$ cat config.mk
export PLATFORM = sky130hd
export DESIGN_NAME = feac_rx
export DESIGN_NICKNAME = d
export VERILOG_FILES = /design/src/rtl/feac_rx.sv
export SDC_FILE = /design/constraint.sdc
export NUM_CORES = 1
export LEC_CHECK = 0
export ABC_AREA = 1
export CAP_MARGIN = 30
export CORE_MARGIN = 8
export CORE_UTILIZATION = 40
export CTS_CLUSTER_SIZE = 25
export DETAILED_ROUTE_END_ITERATION = 10
export DONT_BUFFER_PORTS = 1
export GPL_ROUTABILITY_DRIVEN = 1
export PLACE_DENSITY_LB_ADDON = 0.2
export SETUP_SLACK_MARGIN = 0.1
export SYNTH_ARGS = -nofsm -noshare
export SYNTH_HDL_FRONTEND = slang
export SYNTH_SLANG_ARGS = --single-unit
$ cat constraint.sdc
create_clock -name clk -period 3.55 [get_ports clk]
set_input_delay 0.355 -clock clk [delete_from_list [all_inputs] [get_ports clk]]
set_output_delay 0.355 -clock clk [all_outputs]
set_load 0.05 [all_outputs]
$ cat src/rtl/feac_rx.sv
module feac_rx #(
  parameter int REPS     = 10,
  parameter int IDLE_LEN = 16
) (
  input  logic       clk,
  input  logic       rst_n,
  input  logic       cbit_mode,
  input  logic       cfg_single,
  input  logic       bit_vld,
  input  logic       bit_in,
  input  logic       ie_code,
  input  logic       ie_stack,
  input  logic       ie_idle,
  input  logic       rd_stack,
  input  logic       clr_idle,
  output logic [5:0] stack_code,
  output logic       stack_valid,
  output logic       stack_ovr,
  output logic       code_pend,
  output logic       idle_pend,
  output logic       irq
);
  localparam int WLEN = 16;
  localparam int FW   = $clog2(WLEN + 1);
  localparam int RW   = $clog2(REPS + 1);
  localparam int IW   = $clog2(IDLE_LEN + 1);

  logic [WLEN-1:0] sr;
  logic [FW-1:0]   fill;
  logic [RW-1:0]   rep;
  logic [IW-1:0]   ones;
  logic            seen;
  logic [5:0]      last;

  wire [WLEN-1:0] sr_nx   = {sr[WLEN-2:0], bit_in};
  wire [5:0]      code_nx = sr_nx[14:9];
  wire            en      = cbit_mode & bit_vld;
  wire            legal   = !sr_nx[15] && !sr_nx[8] && (&sr_nx[7:0]);
  wire            at_edge = (fill == FW'(WLEN - 1));
  wire            chk     = at_edge || (rep == '0 && fill == FW'(WLEN));
  wire            hit     = en && chk && legal;
  wire            same    = (rep != '0) && (code_nx == last);
  wire [RW-1:0]   rep_nx  = !same ? RW'(1) : (rep == RW'(REPS)) ? rep : rep + RW'(1);
  wire            done    = hit && (cfg_single || (same && rep == RW'(REPS - 1)));
  wire            idle_hit = en && !hit && bit_in && seen && (ones == IW'(IDLE_LEN - 1));

  always_ff @(posedge clk) begin
    if (!rst_n) begin
      sr <= '0; fill <= '0; rep <= '0; ones <= '0; seen <= 1'b0; last <= '0;
      stack_code <= '0; stack_valid <= 1'b0; stack_ovr <= 1'b0;
      code_pend <= 1'b0; idle_pend <= 1'b0;
    end else begin
      if (!cbit_mode) begin
        fill <= '0; rep <= '0; ones <= '0; seen <= 1'b0;
      end else if (bit_vld) begin
        sr <= sr_nx;
        if (hit) begin
          rep <= rep_nx; last <= code_nx; fill <= '0; ones <= '0; seen <= 1'b1;
        end else begin
          if (at_edge && rep != '0) rep <= '0;
          if (fill != FW'(WLEN)) fill <= fill + FW'(1);
          if (!bit_in) ones <= '0;
          else if (ones != IW'(IDLE_LEN)) ones <= ones + IW'(1);
          if (idle_hit) seen <= 1'b0;
        end
      end

      if (done) begin
        stack_code  <= code_nx;
        stack_ovr   <= stack_valid && !rd_stack;
        stack_valid <= 1'b1;
        code_pend   <= 1'b1;
      end else if (rd_stack) begin
        stack_valid <= 1'b0;
        stack_ovr   <= 1'b0;
        code_pend   <= 1'b0;
      end

      if (idle_hit) idle_pend <= 1'b1;
      else if (clr_idle) idle_pend <= 1'b0;
    end
  end

  assign irq = (ie_code & code_pend & cbit_mode) | (ie_stack & stack_valid) | (ie_idle & idle_pend);
endmodule


Yosys cells after proc, flatten, opt, wreduce, memory -nomap -nowiden --
Index checks and enable logic that the tools add are counted.
Storage, ports and cells: register bits 45, input bits 11
Cells by class: $add $sub $neg 3, equal/unequal tests 10, multiplexer cells 16, bitwise logic cells 7, reduce and logical (&&, ||, !) cells 35
Operators by type and width (number):
- two-way mux 5 bit | 5
- two-way mux 4 bit | 4
- logical AND 1 bit | 14
- adder 5 x 1 -> 5 bit (second input constant) | 2
- == test 5 x 4 -> 1 bit (second input constant) | 2
- inequality test 5 bit (second input constant) | 2
- AND reduction 2 bit | 5
- nonzero test 2 bit | 5
- == test 4 bit (second input constant) | 2
- AND reduction 8 bit | 1
- two-way mux 1 bit | 7
- == test 6 bit | 1
- AND reduction 3 bit | 2
- AND 1 bit | 5
- == test 5 bit (second input constant) | 1
- adder 4 x 1 -> 4 bit (second input constant) | 1
- logical NOT 1 bit | 4
- logical NOT 4 bit | 1
- nonzero test 4 bit | 1
- inequality test 3 x 1 -> 1 bit (second input constant) | 1
- inequality test 3 bit (second input constant) | 1
- logical OR 1 bit | 2
- bitwise OR 1 bit | 2

Longest topological paths before layout --
Gate-level depths: netlist of run 1.
word-level depth 12, depth in mapped cells 13

Least setup slack after synthesis of run 1 --
OpenSTA, ideal clock, no wires.
path kind reg2out, from register code_pend, to output port irq, data arrival time 1853 ps, slack 1342 ps, stages on the path, launching flop included 3, path buffers 0, path through dfxtp_1 > inv_1 > o21ai_0
On the way: word-level cells in the longest chain between the ends 4
Ends and longest elaborated chain:
- from (decl) | RTL line 19 | output logic code_pend,
- from (signal assigned) | RTL line 51 | code_pend <= 1'b0; idle_pend <= 1'b0;
- from (signal assigned) | RTL line 72 | code_pend <= 1'b1;
- from (signal assigned) | RTL line 76 | code_pend <= 1'b0;
- AND 1 bit (2 in a row) | RTL line 84 | assign irq = (ie_code & code_pend & cbit_mode) | (ie_stack & stack_valid) | (ie_idle & idle_pend);
- bitwise OR 1 bit (*) (2 in a row) | RTL line 84
- to (decl) | RTL line 21 | output logic irq
Every way passes the cells marked *; elsewhere a longest branch is shown, timed or not.

Final worst setup path of run 1 --
from register fill[0], to register stack_code[1]
On the way: word-level cells in the longest chain between the ends 6
Ends and longest elaborated chain:
- from (decl) | RTL line 29 | logic [FW-1:0] fill;
- from (signal assigned) | RTL line 61 | if (fill != FW'(WLEN)) fill <= fill + FW'(1);
- == test 5 bit | RTL line 40 | wire chk = at_edge || (rep == '0 && fill == FW'(WLEN));
- logical AND 1 bit | RTL line 40
- logical OR 1 bit (*) | RTL line 40
- logical AND 1 bit (*) (2 in a row) | RTL line 41 | wire hit = en && chk && legal;
- logical AND 1 bit (*) | RTL line 44 | wire done = hit && (cfg_single || (same && rep == RW'(REPS - 1)));
- to (signal assigned) | RTL line 69 | stack_code <= code_nx;
- to (decl) | RTL line 16 | output logic [5:0] stack_code,
Marked as above. A chain may end at the register's enable or synchronous reset.

==> summary.md, run 1 <==
| Metric | Value |
|---|---|
| Outcome | `complete, no violations` |
| Kind of critical path | `reg -> reg` |
| Layout Nets | `363` |
| Fill cells | `596` |
| Peak VDD IR | `0.1832 mV` |
| Mapped Avg Cell Area | `6.843 um^2` |
| Worst Max-Slew Pin Slew | `542.8 ps` |
| Leakage | `1.027 nW` |
| I/O Pins | `22` |
| Area of the core | `5781 um^2` |
| Post-synth EDFFs | `0` |
| Minimum clock period | `2068 ps` |
| Fin. max-slew vios | `0` |
| GRT Util Overall | `0.1198` |
| Initial antenna violation count | `0` |
| GRT overflow | `0` |
| DR iter-0 viols | `81` |
| Post-route cell area | `2510 um^2` |
| Clock Pin Slew Worst Setup and Hold Paths | `90 ps` |
| First-pass GRT wire length | `8480 um` |
| Chip width | `92.38 um` |
| Combinational share of power | `0.055` |
| # diodes | `0` |
| Unrepaired setup endpoints after global routing | `no` |
| Placer Congestion | `0.8213` |
| Post-CTS Setup Inserts | `0` |
| Sequential area share after synthesis | `0.3861` |
| Synth Area in Simple Gates | `0.3131` |
| Multi-input gate area | `1209 um^2` |
| Share of layout cells above drive strength 1 | `0.07580` |
| Required time of the critical path | `3800 ps` |
| Site Rows | `28` |
| Crit Path Max Fanout | `12` |
| Compound-Gate Fraction of Synth Area | `0.1287` |
| Hold Crit Class | `in -> reg` |
| Area after DPL | `2397 um^2` |
| Reg area | `900.9 um^2` |
| Xor/xnor share of the synthesized area | `0.02252` |
| Die height | `92.38 um` |
| Main synth FF type | `dfxtp_1` |
| Syn Nets | `362` |
| Syn Inst Count | `341` |
| Worst skew pair latency | `300 ps` |
| Post-DP HPWL | `3485 um` |
| Detailed Routing Iterations Pass 1 | `4` |
| Clock Tree Root | `clkbuf_8` |
| Utilization after layout | `0.4342` |
| Largest net degree at the start of global routing | `31` |
| Clk sinks | `45` |
| Data arrival, critical path | `2310 ps` |
| Combinational family with the most area after synthesis | `simple AND/OR/NAND/NOR gates` |
| Relative slew slack | `0.6377` |
| CTS Hold Bufs | `0` |
| CTS tree | `built` |
| Netlist Area Pre-Place | `2333 um^2` |
| Fin crit share | `0.5826` |
| CP endpoint kind | `register` |
| Wirelength, routed | `4751 um` |
| Initial Util | `0.4037` |
| Post-DR vias/cell | `4.801` |
| Port Buf Inserts | `0` |
| Seq cells post-synth | `45` |
| Pwr Density | `391.2 nW/um^2` |
| Placed cells | `410` |
| Adder-Cell Fraction of Synth Area | `0.05362` |
| Power, Total | `982.0 uW` |
| CTS resizes | `0` |
| Final setup TNS | `0 ps` |
| Share of power burned in registers | `0.535` |
| Max Freq | `483.5 MHz` |
| Multiplexer area fraction after synthesis | `0` |
| Clock Skews | `9.091 ps` |
| Cell variety after synth | `29` |
| Syn-to-layout area delta | `7.560%` |
| Cts bufs inserted | `5` |
| Detailed-route DRC error count | `0` |
| Yosys warnings | `0` |
| Number of global-route vias before repair | `1927` |
| Net Switching | `236.0 uW` |
| Detail Route Antenna Nets | `0` |
| Startpoint types | `register` |
| Ys async rst share | `0` |
| Switching part of the total | `0.2403` |
| CTS H-tree lvls | `2` |
| DR vias | `2007` |
| Max cap viols | `0` |
| Finished Layout Cells | `418` |
| Full die area | `8534 um^2` |
| Final Hold Viols | `0` |
| Clock power share | `0.409` |
| P_int | `746.0 uW` |
| Routed length per instance | `11.37 um` |
| Clk buf depth | `2` |
| Final Setup Violations | `0` |
[layout make-up]
class / instances / share of cell area
multi-input cells: 241 / 0.4816
flip-flops and latches: 45 / 0.3589
clock inverters: 3 / 0.01745
inverters: 47 / 0.07129
well taps: 75 / 0.03739
clock buffers: 5 / 0.02742
repair buffers: 2 / 0.005982
[worst paths after layout]
check / depth (start not counted) / to / start / slack (ps)
hold / removal: 2 / stack_code[5]$_SDFFE_PN0P_ / rst_n / 170
setup reg to reg: 10 / stack_code[1]$_SDFFE_PN0P_ / fill[0]$_SDFFE_PN0P_ / 1480
setup / recovery: 10 / stack_code[1]$_SDFFE_PN0P_ / fill[0]$_SDFFE_PN0P_ / 1480
hold reg to reg: 2 / seen$_SDFFE_PN0P_ / seen$_SDFFE_PN0P_ / 470
[cells in the final DEF, fill, tap and decap left out]
| cell | instances |
|---|---|
| buf_4 | 2 |
| o21bai_1 | 1 |
| bufinv_16 | 1 |
| o211ai_1 | 1 |
| xnor2_1 | 3 |
| inv_2 | 2 |
| nand4_1 | 2 |
| ha_1 | 10 |
| nand2_2 | 6 |
| nand3_1 | 18 |
| and2_1 | 1 |
| nand2_1 | 73 |
| xor2_1 | 3 |
| inv_4 | 1 |
| nor3b_1 | 2 |
| nor3_1 | 6 |
| a21oi_1 | 34 |
| nor2_4 | 1 |
| nor2_1 | 49 |
| nand3_2 | 2 |
| inv_1 | 44 |
| inv_6 | 1 |
| clkinv_2 | 1 |
| nor2_2 | 2 |
| nand2_4 | 2 |
| o21ai_1 | 9 |
| o21ai_0 | 14 |
| nand3b_1 | 2 |
| clkbuf_8 | 5 |
| dfxtp_1 | 45 |
[flip-flops by register name, indices dropped and copies added (netlist names), 4 cells and up]
register	cells
last	6
ones	5
rep	4
fill	5
sr	15
stack_code	6
[stage by stage]
stage	setup slack [ps]	hold slack, ps
after floorplan	1342	444.1
after global placement	1567	452.4
after detailed placement	1448	461.9
after CTS	1441	161.0
after global routing	1220	165.2
final	1482	169.7
[logic make-up after synthesis]
group                    after synthesis
adder cells (fa/ha/maj)               10
buffers and inverters                 55
AND/OR/NAND/NOR                      166
XOR/XNOR                               6
AO/OA/AOI/OAI                         59
flip-flops                            45
[cells in the mapped netlist, types with 3 or more instances]
cell type	instances	area share
nand2_1	73	0.12
nor2_1	49	0.079
dfxtp_1	45	0.39
inv_1	44	0.071
a21oi_1	34	0.073
nand3_1	18	0.039
o21ai_0	15	0.032
ha_1	10	0.054
o21ai_1	8	0.017
nand2_2	6	0.016
nor3_1	6	0.013
clkbuf_1	4	0.0064
xnor2_1	3	0.011
xor2_1	3	0.011
[power groups by stage]
stage / Sequential (mW) / Combinational (mW) / Clock, mW
finish: 0.526 / 0.0542 / 0.402
global route: 0.528 / 0.0648 / 0.433
CTS: 0.526 / 0.0551 / 0.410
detailed placement: 0.538 / 0.0546 / 0
global placement: 0.538 / 0.0542 / 0
floorplan: 0.535 / 0.0500 / 0
[critical path: stages (launching register included)]
cell and delay [ps]:
dfxtp_1 380, ha_1 180, inv_1 50, nor3_1 140, ha_1 210, nor2_1 60
nor2_2 410, nand3_1 250, nand2_4 160, nor2_1 50, nor2_1 120
[routing by layer]
layer  part of all wire  track usage  vias to the layer above
met5                  0            0                        -
met4              0.014      0.04698                        0
met3              0.065      0.03479                        6
met2               0.44       0.1985                       31
met1               0.48       0.1427                      895
li1                   -            -                     1075
Power figures use the tool's default switching activity.
==> run 2, diff against run 1 <==
==> constraint.sdc (replaced) <==
create_clock -name clk -period 2.2 [get_ports clk]
set_input_delay 0.22 -clock clk [delete_from_list [all_inputs] [get_ports clk]]
set_output_delay 0.22 -clock clk [all_outputs]
set_load 0.05 [all_outputs]
==> summary.md, run 2 (synthesis results as in run 1) <==
| Metric | Value |
|---|---|
| Max Freq | `534.9 MHz (was 483.5 MHz)` |
| Post-DR vias/cell | `4.786 (was 4.801)` |
| Relative slew slack | `0.6419 (was 0.6377)` |
| DR vias | `2015 (was 2007)` |
| Buffer and inverter count on the worst path | `2 (was 1)` |
| Port Buf Inserts | `0 (unchanged)` |
| Worst reg2reg setup slack | `330 ps (was 1480 ps)` |
| Met1 Usage GRT | `0.1465 (was 0.1427)` |
| Unrepaired setup endpoints after global routing | `no (unchanged)` |
| Full die area | `8534 um^2 (unchanged)` |
| Hold Path Stages | `2 (unchanged)` |
| Max cap viols | `0 (unchanged)` |
| Met2 GRT Util | `0.1877 (was 0.1985)` |
| Power, Total | `1.470 mW (was 982.0 uW)` |
| Fin. max-slew vios | `0 (unchanged)` |
| Hold Crit Start | `rst_n (unchanged)` |
| Final Setup Violations | `0 (unchanged)` |
| Minimum clock period | `1870 ps (was 2068 ps)` |
| Reg area | `903.4 um^2 (was 900.9 um^2)` |
| Leakage | `1.028 nW (was 1.027 nW)` |
| GRT overflow | `0 (unchanged)` |
| I/O Pins | `22 (unchanged)` |
| Placer Congestion | `0.8913 (was 0.8213)` |
| Final Hold Viols | `0 (unchanged)` |
| Commonest non-fill, non-tap cell in the layout | `nand2_1 (unchanged)` |
| Worst path cell trace | `ha_1 > inv_1 > nor3_1 > ha_1 > o21bai_1 > nand2_2 > clkinv_4 > nand3_2 > nand2_2 > nand2_1 > nand2_1 > nor2_1 (was ha_1 > inv_1 > nor3_1 > ha_1 > nor2_1 > nor2_2 > nand3_1 > nand2_4 > nor2_1 > nor2_1)` |
| Fill cells | `637 (was 596)` |
| Layer carrying the most global-route usage | `met2 (unchanged)` |
| Kind of critical path | `reg -> reg (unchanged)` |
| Routed length per instance | `11.56 um (was 11.37 um)` |
| Utilization after layout | `0.4351 (was 0.4342)` |
| Critical path startpoint | `fill[0]$_SDFFE_PN0P_ (unchanged)` |
| # diodes | `0 (unchanged)` |
| Clk buf depth | `2 (unchanged)` |
| Worst skew pair latency | `300 ps (about the same)` |
| Required time of the critical path | `2410 ps (was 3800 ps)` |
| Die height | `92.38 um (unchanged)` |
| Critical path's slowest cell | `dfxtp_2 (was nor2_2)` |
| Worst Max-Slew Pin Slew | `536.4 ps (was 542.8 ps)` |
| GRT Util Overall | `0.1185 (was 0.1198)` |
| Fin crit share | `0.8498 (was 0.5826)` |
| CP endpoint kind | `register (unchanged)` |
| Post-DP HPWL | `3542 um (was 3485 um)` |
| Number of global-route vias before repair | `1914 (was 1927)` |
| Clock Tree Root | `clkbuf_8 (unchanged)` |
| Cts bufs inserted | `5 (unchanged)` |
| Endpoint, Worst Hold | `code_pend$_SDFFE_PN0P_ (was stack_code[5]$_SDFFE_PN0P_)` |
| Multi-input gate area | `1209 um^2 (unchanged)` |
| Startpoint types | `register (unchanged)` |
| Detailed-route DRC error count | `0 (unchanged)` |
| Peak VDD IR | `0.2668 mV (was 0.1832 mV)` |
| Final setup TNS | `0 ps (unchanged)` |
| Worst path max stage delay | `360 ps (was 410 ps)` |
| Largest net degree at the start of global routing | `31 (unchanged)` |
| Pwr Density | `584.5 nW/um^2 (was 391.2 nW/um^2)` |
| Top flop regs | `sr (15), last (6), stack_code (6) (unchanged)` |
| R2r startpoint | `fill[0]$_SDFFE_PN0P_ (unchanged)` |
| Critical R2R Capture | `stack_code[2]$_SDFFE_PN0P_ (was stack_code[1]$_SDFFE_PN0P_)` |
| Initial antenna violation count | `0 (unchanged)` |
| CTS tree | `built (unchanged)` |
| Clk sinks | `45 (unchanged)` |
| DR iter-0 viols | `82 (was 81)` |
| Max reg flops | `15 (unchanged)` |
| First-pass GRT wire length | `8452 um (was 8480 um)` |
| Detail Route Antenna Nets | `0 (unchanged)` |
| Clock Pin Slew Worst Setup and Hold Paths | `100 ps (was 90 ps)` |
| Detailed Routing Iterations Pass 1 | `5 (was 4)` |
| Most flops, register | `sr (unchanged)` |
| Most frequent cells in the layout | `nand2_1 (73), nor2_1 (49), inv_1 (44) (was nand2_1 (73), nor2_1 (49), dfxtp_1 (45))` |
| Site Rows | `28 (unchanged)` |
| Met3 Use GR | `0.03883 (was 0.03479)` |
| Worst path top cell family by delay | `simple AND/OR/NAND/NOR gates (unchanged)` |
| Layout Nets | `366 (was 363)` |
| CTS Hold Bufs | `0 (unchanged)` |
| Syn-to-layout area delta | `7.775% (was 7.560%)` |
| Hold Crit Class | `in -> reg (unchanged)` |
| Data arrival, critical path | `2080 ps (was 2310 ps)` |
| Wirelength, routed | `4865 um (was 4751 um)` |
| CTS H-tree lvls | `2 (unchanged)` |
| Initial Util | `0.4037 (unchanged)` |
| Share of layout cells above drive strength 1 | `0.08960 (was 0.07580)` |
| Outcome | `complete, no violations (unchanged)` |
| Chip width | `92.38 um (unchanged)` |
| Crit Path Max Fanout | `9 (was 12)` |
| Area of the core | `5781 um^2 (unchanged)` |
| Clock Skews | `8.657 ps (was 9.091 ps)` |
| Worst reg-to-reg path cell count | `12 (was 10)` |
==> run 2: timing repair <==
| item | in CTS | in global routing |
|---|---|---|
| setup buffers | 0 | 1 |
| setup endpoints to repair | 0 | 10 |
| gates resized for setup | 0 | 3 |
==> run 2: power by group <==
group,internal [mW],switching [mW],total [mW]
clock,0.226,0.308,0.534
sequential,0.833,0.0153,0.848
combinational,0.0300,0.0572,0.0872
==> run 2: worst max-delay path by stage <==
stage	slack [ps]	endpoint	cells after the start
finish	330	stack_code[2]$_SDFFE_PN0P_	12
detailed placement	280	stack_code[2]$_SDFFE_PN0P_	12
global route	130	stack_code[5]$_SDFFE_PN0P_	12
global placement	350	stack_code[0]$_SDFFE_PN0P_	12
floorplan	130	irq	2
CTS	270	stack_code[2]$_SDFFE_PN0P_	12
==> run 2: layout make-up <==
| class | count | area share |
|---|---|---|
| timing repair buffer | 5 | 0.01493 |
| tap | 75 | 0.03731 |
| multi-input combinational | 241 | 0.4806 |
| inverter | 47 | 0.07214 |
| clock buffer | 5 | 0.02736 |
| sequential | 45 | 0.3592 |
| clock inverter | 3 | 0.008458 |
==> run 2: metal layers <==
metal / routed length, um / part of all wire / vias to the layer above
li1: - / - / 1083
met1: 2482 / 0.51 / 889
met2: 2044 / 0.42 / 37
met3: 285 / 0.059 / 6
met4: 53 / 0.011 / 0
met5: 0 / 0 / -
==> run 2: through the flow <==
step | cells | hold slack, ps | setup WS (ps) | instance area, um^2
floorplan | 341 | 362.0 | 126.5 | 2333
global placement | 412 | 335.9 | 354.4 | 2412
detailed placement | 412 | 338.0 | 277.9 | 2412
CTS | 420 | 14.82 | 268.9 | 2502
global route | 421 | 28.11 | 127.3 | 2515
finish | 421 | 30.52 | 330.3 | 2515
